--- config.mk ---
export PLATFORM = sky130hd
export DESIGN_NAME = cell_delin
export DESIGN_NICKNAME = d
export VERILOG_FILES = /design/src/rtl/cell_delin.sv
export SDC_FILE = /design/constraint.sdc
export NUM_CORES = 1
export LEC_CHECK = 0
export CELL_PAD_IN_SITES_DETAIL_PLACEMENT = 0
export CELL_PAD_IN_SITES_GLOBAL_PLACEMENT = 1
export CORE_MARGIN = 5
export CORE_UTILIZATION = 49
export CTS_CLUSTER_DIAMETER = 150
export CTS_CLUSTER_SIZE = 12
export DETAILED_ROUTE_END_ITERATION = 8
export DONT_BUFFER_PORTS = 1
export GPL_TIMING_DRIVEN = 1
export PLACE_DENSITY_LB_ADDON = 0.1
export SKIP_CTS_REPAIR_TIMING = 1
export SLEW_MARGIN = 20
export SYNTH_ARGS = -nofsm -noshare
export SYNTH_HDL_FRONTEND = slang
export SYNTH_SLANG_ARGS = --single-unit
--- constraint.sdc ---
create_clock -name clk -period 5.35 [get_ports clk]
set_clock_uncertainty 0.2 [all_clocks]
set_input_delay 0.2675 -clock clk [delete_from_list [all_inputs] [get_ports clk]]
set_output_delay 0.2675 -clock clk [all_outputs]
set_load 0.01 [all_outputs]
--- src/rtl/cell_delin.sv ---
module cell_delin #(
  parameter int PRE_N     = 6,
  parameter int PRE_LOSS  = 2,
  parameter int SYNC_LOSS = 7,
  parameter int BLANK_N   = 2
) (
  input  logic       clk,
  input  logic       rst_n,
  input  logic       hdr_stb,
  input  logic       hdr_ok,
  input  logic       hdr_fixable,
  output logic [1:0] state_o,
  output logic       data_valid,
  output logic       corr_en,
  output logic       cnt_start,
  output logic       cnt_clear
);
  localparam int M1   = (PRE_N > SYNC_LOSS) ? PRE_N : SYNC_LOSS;
  localparam int M2   = (PRE_LOSS > BLANK_N) ? PRE_LOSS : BLANK_N;
  localparam int MAXN = (M1 > M2) ? M1 : M2;
  localparam int CW   = $clog2(MAXN + 1);

  typedef enum logic [1:0] {HUNT = 2'd0, PRESYNC = 2'd1, SYNC = 2'd2, ILLEGAL = 2'd3} st_t;

  st_t           state, st_n;
  logic [CW-1:0] good_cnt, good_n, bad_cnt, bad_n;
  logic          prev_fix, pf_n, start_n, clear_n;

  wire           locked   = (state == PRESYNC) || (state == SYNC);
  wire           fixed    = !hdr_ok && hdr_fixable && locked && !prev_fix;
  wire           hdr_good = hdr_ok || fixed;
  wire [CW-1:0]  good_nx  = good_cnt + 1'b1;
  wire [CW-1:0]  bad_nx   = bad_cnt + 1'b1;

  always_comb begin
    st_n    = state;
    good_n  = good_cnt;
    bad_n   = bad_cnt;
    pf_n    = prev_fix;
    start_n = 1'b0;
    clear_n = 1'b0;
    case (state)
      HUNT: begin
        good_n = '0;
        bad_n  = '0;
        pf_n   = 1'b0;
        if (hdr_stb && hdr_ok) begin
          st_n    = PRESYNC;
          start_n = 1'b1;
        end
      end
      PRESYNC: if (hdr_stb) begin
        if (hdr_good) begin
          bad_n = '0;
          pf_n  = fixed;
          if (good_nx == CW'(PRE_N)) begin
            st_n   = SYNC;
            good_n = '0;
          end else begin
            good_n = good_nx;
          end
        end else begin
          good_n = '0;
          pf_n   = 1'b0;
          if (bad_nx == CW'(PRE_LOSS)) begin
            st_n    = HUNT;
            bad_n   = '0;
            clear_n = 1'b1;
          end else begin
            bad_n = bad_nx;
          end
        end
      end
      SYNC: if (hdr_stb) begin
        good_n = '0;
        if (hdr_good) begin
          bad_n = '0;
          pf_n  = fixed;
        end else begin
          pf_n = 1'b0;
          if (bad_nx == CW'(SYNC_LOSS)) begin
            st_n    = HUNT;
            bad_n   = '0;
            clear_n = 1'b1;
          end else begin
            bad_n = bad_nx;
          end
        end
      end
      default: begin
        st_n   = HUNT;
        good_n = '0;
        bad_n  = '0;
        pf_n   = 1'b0;
      end
    endcase
  end

  always_ff @(posedge clk) begin
    if (!rst_n) begin
      state     <= HUNT;
      good_cnt  <= '0;
      bad_cnt   <= '0;
      prev_fix  <= 1'b0;
      cnt_start <= 1'b0;
      cnt_clear <= 1'b0;
    end else begin
      state     <= st_n;
      good_cnt  <= good_n;
      bad_cnt   <= bad_n;
      prev_fix  <= pf_n;
      cnt_start <= start_n;
      cnt_clear <= clear_n;
    end
  end

  assign state_o    = state;
  assign corr_en    = locked;
  assign data_valid = locked && (bad_cnt < CW'(BLANK_N));
endmodule


After elaboration in Yosys (flattened, before gate mapping)
Index checks and enable logic that the tools add are counted.
Word-level totals
  memory bits (writable): 0
  bits in latches: 0
  output and inout port bits: 6
  word-level logic and storage cells: 66
  register bits: 11
  memory bits (read-only): 0
  bits of input ports: 5
  memories kept: 0
Cells by class
  magnitude comparators: 1
  divide/modulo/power cells: 0
  eq/ne operators: 12
  bitwise gates (word level): 0
  multipliers: 0
  shift-type cells: 0
  $add $sub $neg: 2
  multiplexer cells: 30
  reduce and logical (&&, ||, !) cells: 15
Operators with widths (number)
  3-bit 2-to-1 mux: 10
  2-bit 2-to-1 mux: 8
  3-bit one-hot mux with 2 select lines: 2
  1-bit 2-to-1 mux: 8
  2-bit != test (second input constant): 4
  7-bit AND reduction: 1
  3-bit by 1-bit adder with 3-bit output (second input constant): 2
  3-bit equality test (second input constant): 2
  3-bit by 2-bit != test with 1-bit output (second input constant): 2
  2-bit one-hot mux with 3 select lines: 1
  2-bit AND reduction: 3
  1-bit logical AND: 5
  3-bit by 2-bit equality test with 1-bit output (second input constant): 1
  3-bit by 2-bit < comparator with 1-bit output (second input constant): 1
  2-bit by 1-bit equality test with 1-bit output (second input constant): 1
  2-bit equality test (second input constant): 1
  1-bit zero test: 2
  2-bit zero test: 1
  1-bit logical OR: 2
  2-bit by 1-bit != test with 1-bit output (second input constant): 1
  1-bit one-hot mux with 2 select lines: 1
  2-bit OR reduction: 1

Depth between registers and ports, before layout
  depth after elaboration: 8
  depth in mapped cells: 8
  depth with buffers taken out: 6

Worst setup path after synthesis
No wires, ideal clock.
  path kind: flip-flop to flip-flop
  from: register state[0] (netlist: state_o[0])
  to: register state[0] (netlist: state_o[0])
  stages on the path, launching flop included: 8
  data arrival time: 2.197 ns
  period minus slack after synthesis: 2.468 ns
  buffers on the path: 1
  setup slack: 2.882 ns
  data required time: 5.078 ns
  setup time: 0.072 ns
  path through: dfxtp_1 -> inv_1 -> ha_1 -> and3b_1 -> buf_6 -> or4b_4 -> a311oi_4 -> mux2i_1
Between the ends
  longest elaborated chain between the ends: 8
  elaborated cells between the ends (all ways): 18
  those cells by class: eq/ne (9); mux (3); reduce/logical (6)
RTL lines
  start: declaration: RTL line 25  | st_t state, st_n;
  start signal: assignment: RTL line 108  | state <= st_n;
  2-bit by 1-bit equality test with 1-bit output / 2-bit equality test (equally long branches): RTL line 29  | wire locked = (state == PRESYNC) || (state == SYNC);
  1-bit logical OR (*): RTL line 29
  via corr_en: RTL line 14  | output logic corr_en,
  1-bit logical AND (*) (2 in a row): RTL line 30  | wire fixed = !hdr_ok && hdr_fixable && locked && !prev_fix;
  1-bit logical OR (*): RTL line 31  | wire hdr_good = hdr_ok || fixed;
  2-bit 2-to-1 mux: RTL line 53  | if (hdr_good) begin
  2-bit 2-to-1 mux: RTL line 52  | PRESYNC: if (hdr_stb) begin
  2-bit one-hot mux with 3 select lines: RTL line 42  | case (state)
Mark *: on every way through the listed nets, which the timed path passes. The rest lies on a longest branch. The select of a mux whose other input is x is not followed.
A chain may end at the register's enable or synchronous reset.

Worst setup path after layout
Same ends and word-level chain as after synthesis.

==> metrics <==
status finished, violations left; failing checks hold timing; layout cells sized above 1 0.0737; Peak VDD IR between 0.1 and 0.15 mV; post-synthesis sequential area ratio 0.265; flop2flop setup slack ~2700 ps; hold_ws -9.38 ps; RSZ-0062 raised after global routing no; gpl congestion roughly 0.79; Die ar. around 0.0026 mm2; CTS Root Cell clkbuf_4; crit start category flip-flop; fmax about 380 MHz; Buf/Inv on CP 1; GRT Total Usage 0.137; critical path type flip-flop to flip-flop; GR Layer Usage met3 0.0727; GRT met2 Usage 0.202; met1 Use GR 0.161; fin. max-slew vios 0; Iter 0 DRT Violations 8; synth top area cells dfxtp_1 (27%), ha_1 (14%), nand2_1 (5.0%); I/O pin count 11; mean post-synth cell area between 8 and 9 um2; CP Data Arrival Time 2620 ps; fraction of the cycle the final worst path needs 0.489; min-delay worst type input port to flip-flop; fin nets 110; total CTS buffers 3; Vert. Die Dim between 50 and 60 um; Syn Inst Count 93; Clock Sinks 11; Post-Syn Area between 800 and 900 um2; drt wl/cell ~14 um; Antenna Nets Post-Route 0; row count 14; clock-pin slew on the worst setup and hold paths approximately 70 ps; vias in the first global route about 600; CP Capture Type flip-flop; CP max FO 6; initial core utilization 0.533; CTS Buffer Depth 2; largest net degree at the start of global routing 13; slowest cell on the critical path or4b_4; Hold Vio Cnt, Final 1; max incr delay on CP just over 500 ps; Power per Cell Area ~330 mW/mm2; Post-Syn Nets about 110; CP Cell Sequence inv_1 > ha_1 > and3b_1 > or4b_4 > a311oi_4 > mux2i_1; Hold EP state_o[1]; Clock Latency Late Sink about 270 ps; post-route minimum period about 2600 ps; actual slew at the worst max-slew pin ~400 ps; Core ar. roughly 0.0016 mm2; vias per cell around 5.7; Final HPWL DP about 1100 um; Worst path top cell family by delay simple AND/OR/NAND/NOR gates; Max Cap Viol 0; Req. time, crit path ~5400 ps; setup_tns 0 ps; most area-hungry cell type in the Yosys netlist dfxtp_1; Pre-antenna DRT Iters 4; DRT Wirelength between 1500 and 2000 um; Slew HR 0.732; Final Core Density 0.552; CTS H-tree depth 1; Reg2Reg Launch Point state_o[0]; Hold Path Origin rst_n; GRT overflow 0; area share of the largest cell type after synthesis 0.265; setup ws final about 2700 ps; reg2reg path depth 6; Hold Path Stages 2; initial antenna violation count 0; Ant. Diodes 0; Yosys warnings 0; #FFs+latches synth 11; setup violators final 0; Remaining DRCs 0; Vias ~630; die span in x 51.2 um; Distinct cells, synth 36; # fillers 159; Port Buffers 0; Final Power ~0.28 mW; global-route wire length before repair around 2600 um; Post-Place Setup Slack about 2700 ps; reg-to-reg endpoint state_o[0]; CTS tree done; Syn-to-layout area delta 3.61%; Pleak between 0.3 and 0.4 nW; most heavily used metal layer in global routing met2
worst max path at each step:
stage / startpoint / endpoint / slack (ps) / cells past startpoint
floorplan: state_o[0] / state_o[0] / 2880 / 7
global placement: state_o[0] / state_o[1] / 2820 / 6
detailed placement: state_o[0] / state_o[0] / 2740 / 6
CTS: state_o[0] / state_o[0] / 2730 / 6
global route: state_o[0] / state_o[0] / 2600 / 6
finish: state_o[0] / state_o[0] / 2730 / 6
worst reg2reg max path: cells and delay by family (launching register included):
kind	cells	cell delay [ps]
AND/OR/NAND/NOR	2	790
adder cells (fa/ha/maj)	1	430
multiplexers	1	230
buffers and inverters	1	110
AO/OA/AOI/OAI	1	360
flip-flops	1	430
cells by family (layout without fill, tap and decap cells):
| kind of cell | count (synthesis) | count (layout) | synth area share |
|---|---|---|---|
| fa+ha+maj | 9 | 9 | 0.136 |
| simple gates | 34 | 34 | 0.229 |
| buf+inv | 12 | 14 | 0.0873 |
| flops | 11 | 11 | 0.265 |
| compound gates | 22 | 22 | 0.227 |
| xor+xnor | 3 | 3 | 0.0316 |
| mux | 2 | 2 | 0.0241 |
state kept, by name, indices dropped and copies added (netlist names):
signal     count
bad_cnt        3
cnt_start      1
prev_fix       1
state_o        2
cnt_clear      1
good_cnt       3
layout by cell type, fill, tap and decap left out, types with 2 or more instances in the layout:
| cell type | netlist | layout |
|---|---|---|
| a21boi_0 | 2 | 2 |
| nand2b_1 | 2 | 2 |
| a21oi_1 | 2 | 2 |
| o31ai_1 | 3 | 3 |
| and2_1 | 3 | 3 |
| nor3b_1 | 2 | 2 |
| dfxtp_1 | 11 | 11 |
| nor2b_1 | 4 | 4 |
| a31oi_1 | 2 | 2 |
| o2111ai_1 | 2 | 2 |
| a21boi_1 | 2 | 2 |
| clkbuf_4 | 0 | 3 |
| dlygate4sd3_1 | 0 | 3 |
| o211ai_1 | 3 | 3 |
| ha_1 | 9 | 9 |
| inv_1 | 7 | 7 |
| nor2_1 | 4 | 4 |
| mux2i_1 | 2 | 2 |
| nand2_1 | 11 | 11 |
| xor2_1 | 2 | 2 |
synth_stat cells:
cell	instances
nor2b_1	4
o31ai_1	3
o21a_1	1
buf_6	3
xnor2_1	1
a21boi_1	2
nand2b_1	2
dfxtp_1	11
and2_1	3
inv_1	7
ha_1	9
or2b_1	1
a21boi_0	2
nor2_1	4
xor2_1	2
dlygate4sd1_1	1
and3b_1	1
a311oi_4	1
a21oi_1	2
nor3_1	1
or4b_4	1
o21ba_2	1
o2111ai_1	2
nor3b_1	2
nand2_1	11
o211ai_1	3
clkbuf_1	1
and4_1	1
nor4_1	1
mux2i_1	2
a211o_1	1
and2b_1	1
o41a_2	1
a31oi_1	2
o311ai_0	1
nand3_1	1
stage by stage:
step | area, um2 | std cells
floorplan | 831 | 93
global placement | 805 | 104
detailed placement | 805 | 104
CTS | 831 | 108
global route | 861 | 111
finish | 861 | 111
layer usage:
layer	share of wire	wire [um]
met1	0.49	763
met2	0.41	638
met3	0.072	112
met4	0.024	38
met5	0	0
final cells by class:
cell class	instances	area [um2]	area share
inverters	7	26.3	0.0305
well taps	16	20.0	0.0233
repair buffers	3	30.0	0.0349
multi-input cells	70	538	0.625
clock buffers	4	26.3	0.0305
flip-flops and latches	11	220	0.256
where the power goes:
group / switching, mW / leakage, nW / total (mW) / internal [mW]
Combinational: 0.0739 / 0.221 / 0.124 / 0.0503
Clock: 0.0279 / 0.0150 / 0.0568 / 0.0289
Sequential: 0.0100 / 0.0890 / 0.0993 / 0.0893
Power figures use the tool's default switching activity.
